[config.mk]
export PLATFORM = sky130hd
export DESIGN_NAME = gpio_port
export DESIGN_NICKNAME = d
export VERILOG_FILES = /design/src/rtl/gpio_pkg.sv /design/src/rtl/gpio_sync.sv /design/src/rtl/gpio_regs.sv /design/src/rtl/gpio_drive_fsm.sv /design/src/rtl/gpio_port.sv
export SDC_FILE = /design/constraint.sdc
export NUM_CORES = 1
export LEC_CHECK = 0
export BUFFER_PORTS_ARGS = -buffer_cell sky130_fd_sc_hd__buf_2
export CAP_MARGIN = 20
export CORE_MARGIN = 10
export CORE_UTILIZATION = 52
export DETAILED_ROUTE_END_ITERATION = 16
export PLACE_DENSITY_LB_ADDON = 0.12
export SYNTH_ARGS = -nofsm -noshare
export SYNTH_HDL_FRONTEND = slang
export SYNTH_HIERARCHICAL = 1
export SYNTH_SLANG_ARGS = --single-unit
[constraint.sdc]
create_clock -name clk -period 2.58 [get_ports clk]
set_input_delay 0.258 -clock clk [delete_from_list [all_inputs] [get_ports clk]]
set_output_delay 0.258 -clock clk [all_outputs]
set_load 0.01 [all_outputs]
[src/rtl/gpio_pkg.sv]
package gpio_pkg;

    typedef enum logic {
        DRV_LIVE  = 1'b0,
        DRV_FLOAT = 1'b1
    } drv_state_t;

    localparam int unsigned OFS_DATA = 0;
    localparam int unsigned OFS_DIR  = 1;

endpackage

[src/rtl/gpio_sync.sv]
module gpio_sync #(
    parameter int W      = 8,
    parameter int STAGES = 2
) (
    input  logic         clk,
    input  logic [W-1:0] d,
    output logic [W-1:0] q
);
    logic [W-1:0] chain [STAGES];

    always_ff @(posedge clk) chain[0] <= d;

    generate
        for (genvar s = 1; s < STAGES; s++) begin : g_stage
            always_ff @(posedge clk) chain[s] <= chain[s-1];
        end
    endgenerate

    assign q = chain[STAGES-1];
endmodule

[src/rtl/gpio_regs.sv]
module gpio_regs
    import gpio_pkg::*;
#(
    parameter int W  = 8,
    parameter int AW = 2
) (
    input  logic          clk,
    input  logic          rst,
    input  logic          wr_en,
    input  logic [AW-1:0] addr,
    input  logic [W-1:0]  wdata,
    output logic [W-1:0]  dir_q,
    output logic [W-1:0]  latch_q
);
    localparam logic [AW-1:0] A_DATA = AW'(OFS_DATA);
    localparam logic [AW-1:0] A_DIR  = AW'(OFS_DIR);

    // direction bits: cleared by reset
    always_ff @(posedge clk) begin
        if (rst)
            dir_q <= '0;
        else if (wr_en && addr == A_DIR)
            dir_q <= wdata;
    end

    // output latch: deliberately without reset
    always_ff @(posedge clk) begin
        if (wr_en && addr == A_DATA)
            latch_q <= wdata;
    end
endmodule

[src/rtl/gpio_drive_fsm.sv]
module gpio_drive_fsm
    import gpio_pkg::*;
#(
    parameter int W = 8
) (
    input  logic         clk,
    input  logic         rst,
    input  logic         standby_i,
    input  logic         hiz_sel_i,
    input  logic [W-1:0] dir_i,
    output logic [W-1:0] oe_o
);
    drv_state_t state_q, state_d;
    logic       force_off;

    assign force_off = standby_i && hiz_sel_i;

    always_ff @(posedge clk) begin
        if (rst) state_q <= DRV_LIVE;
        else     state_q <= state_d;
    end

    always_comb begin
        state_d = state_q;
        unique case (state_q)
            DRV_LIVE:  if (force_off)  state_d = DRV_FLOAT;
            DRV_FLOAT: if (!force_off) state_d = DRV_LIVE;
            default:                   state_d = DRV_LIVE;
        endcase
    end

    always_comb begin
        unique case (state_q)
            DRV_LIVE:  oe_o = dir_i;
            DRV_FLOAT: oe_o = '0;
            default:   oe_o = '0;
        endcase
    end
endmodule

[src/rtl/gpio_port.sv]
module gpio_port
    import gpio_pkg::*;
#(
    parameter int W  = 8,
    parameter int AW = 2
) (
    input  logic          clk,
    input  logic          rst,
    input  logic          wr_en,
    input  logic          rd_en,
    input  logic [AW-1:0] addr,
    input  logic [W-1:0]  wdata,
    output logic [W-1:0]  rdata,
    input  logic          standby,
    input  logic          pin_hiz,
    input  logic [W-1:0]  pad_in,
    output logic [W-1:0]  pad_out,
    output logic [W-1:0]  pad_oe
);
    localparam int SYNC_STAGES = 2;

    logic [W-1:0] dir_q;
    logic [W-1:0] latch_q;
    logic [W-1:0] pin_sync;
    logic [W-1:0] rd_mux;

    gpio_regs #(.W(W), .AW(AW)) u_regs (
        .clk    (clk),
        .rst    (rst),
        .wr_en  (wr_en),
        .addr   (addr),
        .wdata  (wdata),
        .dir_q  (dir_q),
        .latch_q(latch_q)
    );

    gpio_sync #(.W(W), .STAGES(SYNC_STAGES)) u_sync (
        .clk(clk),
        .d  (pad_in),
        .q  (pin_sync)
    );

    gpio_drive_fsm #(.W(W)) u_fsm (
        .clk      (clk),
        .rst      (rst),
        .standby_i(standby),
        .hiz_sel_i(pin_hiz),
        .dir_i    (dir_q),
        .oe_o     (pad_oe)
    );

    assign pad_out = latch_q;

    always_comb begin
        if (addr == AW'(OFS_DATA))      rd_mux = pin_sync;
        else if (addr == AW'(OFS_DIR))  rd_mux = dir_q;
        else                            rd_mux = '0;
    end

    always_ff @(posedge clk) begin
        if (rst)        rdata <= '0;
        else if (rd_en) rdata <= rd_mux;
    end
endmodule

Word-level counts from Yosys, hierarchy flattened
Memories as Yosys holds them, arrays and structs flattened.
Index checks and enable logic that the tools add are counted.
Word-level totals
  input bits: 24
  flip-flop bits (word level): 25
  ROM bits: 0
  logic and storage cells: 15
  memories: 1
  bits in writable memories: 16
  bits in latches: 0
Memories
  u_sync.chain: depth 2, width 8, rd ports 2, clocked after memory_dff 0, write ports 2, line gpio_sync.sv:9  | logic [W-1:0] chain [STAGES];
Cells by class
  reductions and logical operators: 4
  $add $sub $neg: 0
  bitwise logic cells: 1
  mux-type cells: 4
  equal/unequal tests: 1
  $lt $le $gt $ge: 0
  divide/modulo/power cells: 0
  multipliers: 0
  shift operators: 0
Operators with widths (number)
  $mux 8: 2
  $pmux 8 s2: 1
  $logic_and 1x1->1: 3
  $eq 2x1->1 const B: 1
  $logic_not 2->1: 1
  $mux 1: 1
  $not 1->1: 1

Depth between registers and ports, before layout
  word-level depth: 3
  mapped depth: 3
  depth with buffers taken out: 2

Cells and area by module
The synthesis kept the hierarchy.
By module, submodules not included
  gpio_regs: cells an instance 44, sequential area each 400.4 µm², area each 611.8 µm², times used 1
  gpio_sync: cells an instance 24, sequential area each 320.3 µm², area each 380.4 µm², times used 1
  gpio_port: cells an instance 28, sequential area each 160.2 µm², area each 339.1 µm², times used 1
  gpio_drive_fsm: cells an instance 10, sequential area each 20.0 µm², area each 78.8 µm², times used 1

Worst setup path before layout
Ideal clock, no wire load.
  path type: input-to-reg
  start point: input port addr[1]
  end point: register u_regs.latch_q[0] (enable)
  arrival: 0.937 ns
  path slack: 1.258 ns
  cell stages on the path: 1
  required time: 2.195 ns
  path buffers: 0
  path through: nor3b_1
On the way
  longest elaborated chain between the ends: 2
RTL lines
  start, declared: line gpio_port.sv:11  | input logic [AW-1:0] addr,
  $logic_not 2->1: line gpio_regs.sv:28  | if (wr_en && addr == A_DATA)
  $logic_and 1x1->1: line gpio_regs.sv:28
  end signal, assigned: line gpio_regs.sv:29  | latch_q <= wdata;
  end, declared: line gpio_regs.sv:13  | output logic [W-1:0] latch_q
Every way passes these cells.
A chain may end at the register's enable or synchronous reset.

Final worst setup path
  start point: register u_fsm.state_q
  end point: output port pad_oe[4]
On the way
  longest elaborated chain between the ends: 2
RTL lines
  start, declared: line gpio_drive_fsm.sv:13  | drv_state_t state_q, state_d;
  start signal, assigned: line gpio_drive_fsm.sv:20  | else state_q <= state_d;
  $not 1->1: line gpio_drive_fsm.sv:33  | unique case (state_q)
  $pmux 8 s2 *: line gpio_drive_fsm.sv:33
  end, declared: line gpio_port.sv:18  | output logic [W-1:0] pad_oe
Every way passes the cells marked *; elsewhere a longest branch is shown, timed or not.

==> results.sh <==
export IMPL_dp_hpwl_mm=2.136
export IMPL_cts_root_buf="clkbuf_4"
export IMPL_diodes=0
export IMPL_fp_coreArea_sq_mm=0.002522
export IMPL_antenna_found_initial=0
export IMPL_critPathLaunch="u_fsm/state_q"
export IMPL_place_gp_congestion=0.7281
export IMPL_yosysUniqueCellTypes=14
export IMPL_ctsResizeCount=0
export IMPL_synthesis_area_sq_mm=0.001410
export IMPL_drc=0
export IMPL_seq_area_frac_synth=0.6389
export IMPL_critPathKind="reg -> out"
export IMPL_std_cell_rows=18
export IMPL_dp_cells=172
export IMPL_vias=904
export IMPL_cts_sinks=41
export IMPL_crit_path_end_kind="primary output"
export IMPL_r2r_start="u_regs/dir_q[5]"
export IMPL_clock_fmax_mhz=760.9
export IMPL_rsz0062_at_grt="no"
export IMPL_fin_skew_ns=0.007399
export IMPL_tightestPinTransition_ns=0.5400
export IMPL_grt_use_total=0.1076
export IMPL_netlist_instances=106
export IMPL_crit_path_start_kind="flip-flop"
export IMPL_setup_slack_ns=1.266
export IMPL_clk_insertion_delay_late_ns=0.34
export IMPL_maxCapViolCount=0
export IMPL_synth_fp_nets=130
export IMPL_grt_max_degree=20
export IMPL_clockBufferDepth=2
export IMPL_wl_mm=2.692
export IMPL_dieHeight_um=72.08
export IMPL_place_ws_ns=1.226
export IMPL_grt_overflow=0
export IMPL_drtIter0Drc=50
export IMPL_finalCritPeriodShare=0.5094
export IMPL_cts_setup_buffers=0
export IMPL_avgRoutedWirePerCell_um=14.47
export IMPL_ys_warnings_count=6
export IMPL_path_clk_slew_ns=0.11
export IMPL_syn_area_per_cell_sq_um=13.30
export IMPL_vias_per_cell=4.860
export IMPL_area_growth_pct=21.47
export IMPL_initial_utilization=0.5590
export IMPL_ir_worst_vdd_v=0.0005951
export IMPL_drtPass1Iterations=3
export IMPL_grt_pass1_wl_mm=4.443
export IMPL_setup_viol=0
export IMPL_hold_viol=0
export IMPL_timing_final_crit_period_ns=1.314
export IMPL_maxSlewHeadroom=0.6386
export IMPL_ant_nets=0
export IMPL_cp_arrival_ns=1.06
export IMPL_nets=179
export IMPL_required_ns=2.32
export IMPL_power_density_mw_per_mm2=627.5
export IMPL_grt_pass1_vias=990
export IMPL_layoutNonFillerInstCount=186
export IMPL_worstHoldPathType="in -> reg"
export IMPL_holdWs_ns=0.01941
export IMPL_cts_hold_buf=4
export IMPL_die_area_sq_mm=0.005195
export IMPL_critPathMaxFanout=8
export IMPL_htreeDepth=2
export IMPL_ys_ff_latch=41
export IMPL_ios=48
export IMPL_cts_tree="built"
export IMPL_cts_buffers=5
export IMPL_tns_ns=0
export IMPL_hold_start="pad_in[0]"
export IMPL_leakage_nw=0.7769
export IMPL_drive_gt1_frac=0.3590
export IMPL_slew_violations=0
export IMPL_status="finished, final reports clean"
export IMPL_io_buffers=47
export IMPL_dieWidth_um=72.08
-- where the power goes --
group	total, W	switching, W	internal, W
Sequential	0.000692	0.0000107	0.000681
Combinational	0.0000873	0.0000404	0.0000470
Clock	0.000296	0.000192	0.000104
-- path summary, 6_finish.rpt --
path | to | slack (ns) | cells past startpoint
min reg2reg | u_sync/chain[0][10] | 0.34 | 0
min | u_sync/chain[0][0] | 0.02 | 1
max reg2reg | rdata[5] | 1.89 | 2
max | pad_oe[4] | 1.27 | 2
-- Yosys cell counts (all sizes together) --
master   instances  area [sq um]
and3b            2         17.52
o2bb2ai          8         70.07
buf             11         87.58
dfxtp           33         660.6
or3b             1         8.760
nor2b            8         50.05
nor3b            1         7.510
nor2             1         3.750
edfxtp           8         240.2
mux2i           16         160.2
clkbuf           1         3.750
nand2b          16         100.1
-- placed cells by master (no fill, tap or decap) --
cell type and n:
buf_2 47, dfxtp_1 33, mux2i_1 16, nand2b_1 16, o2bb2ai_1 8, nor2b_1 8, edfxtp_1 8, dlygate4sd3_1 6
clkbuf_4 5, clkinv_2 2, and3b_1 2, nor2_1 1, or3b_1 1, inv_4 1, nor3b_1 1, buf_4 1
-- final cells by class --
cell class,count,area [sq um]
clock inverters,3,16.27
clock buffers,5,37.54
multi-input cells,53,417.9
fillers,190,809.5
well taps,30,37.54
repair buffers,54,302.8
flip-flops and latches,41,900.9
-- cell families after synthesis --
family / share of synthesized area
AO/OA/AOI/OAI: 0.04969
buffers and inverters: 0.06477
flip-flops: 0.6389
multiplexers: 0.1136
AND/OR/NAND/NOR: 0.1331
-- per-stage QoR --
step,total power (W),area [sq um],utilization
after global routing,0.001135,1713,0.6791
final,0.001075,1713,0.6791
after detailed placement,0.0007888,1599,0.6339
after floorplan,0.0007570,1410,-
after CTS,0.001089,1693,0.6711
after global placement,0.0007857,1599,0.6339
-- critical path, cell delays in order (launching register included) --
cell and delay, ns:
dfxtp_1 0.49, nor2b_1 0.09, buf_2 0.15
-- per-layer routing --
| metal | wire (um) | share of wire | GRT usage |
|---|---|---|---|
| met1 | 1031 | 0.38 | 0.1039 |
| met2 | 1394 | 0.52 | 0.1856 |
| met3 | 231 | 0.086 | 0.05578 |
| met4 | 34 | 0.013 | 0.04946 |
| met5 | 0 | 0 | 0 |
-- sequential cells by signal, summed over array words and instances, names as in the netlist --
name,cells
rdata,8
u_sync/chain,16
u_regs/latch_q,8
u_regs/dir_q,8
u_fsm/state_q,1
No activity file was read; power rests on OpenSTA's default activity.
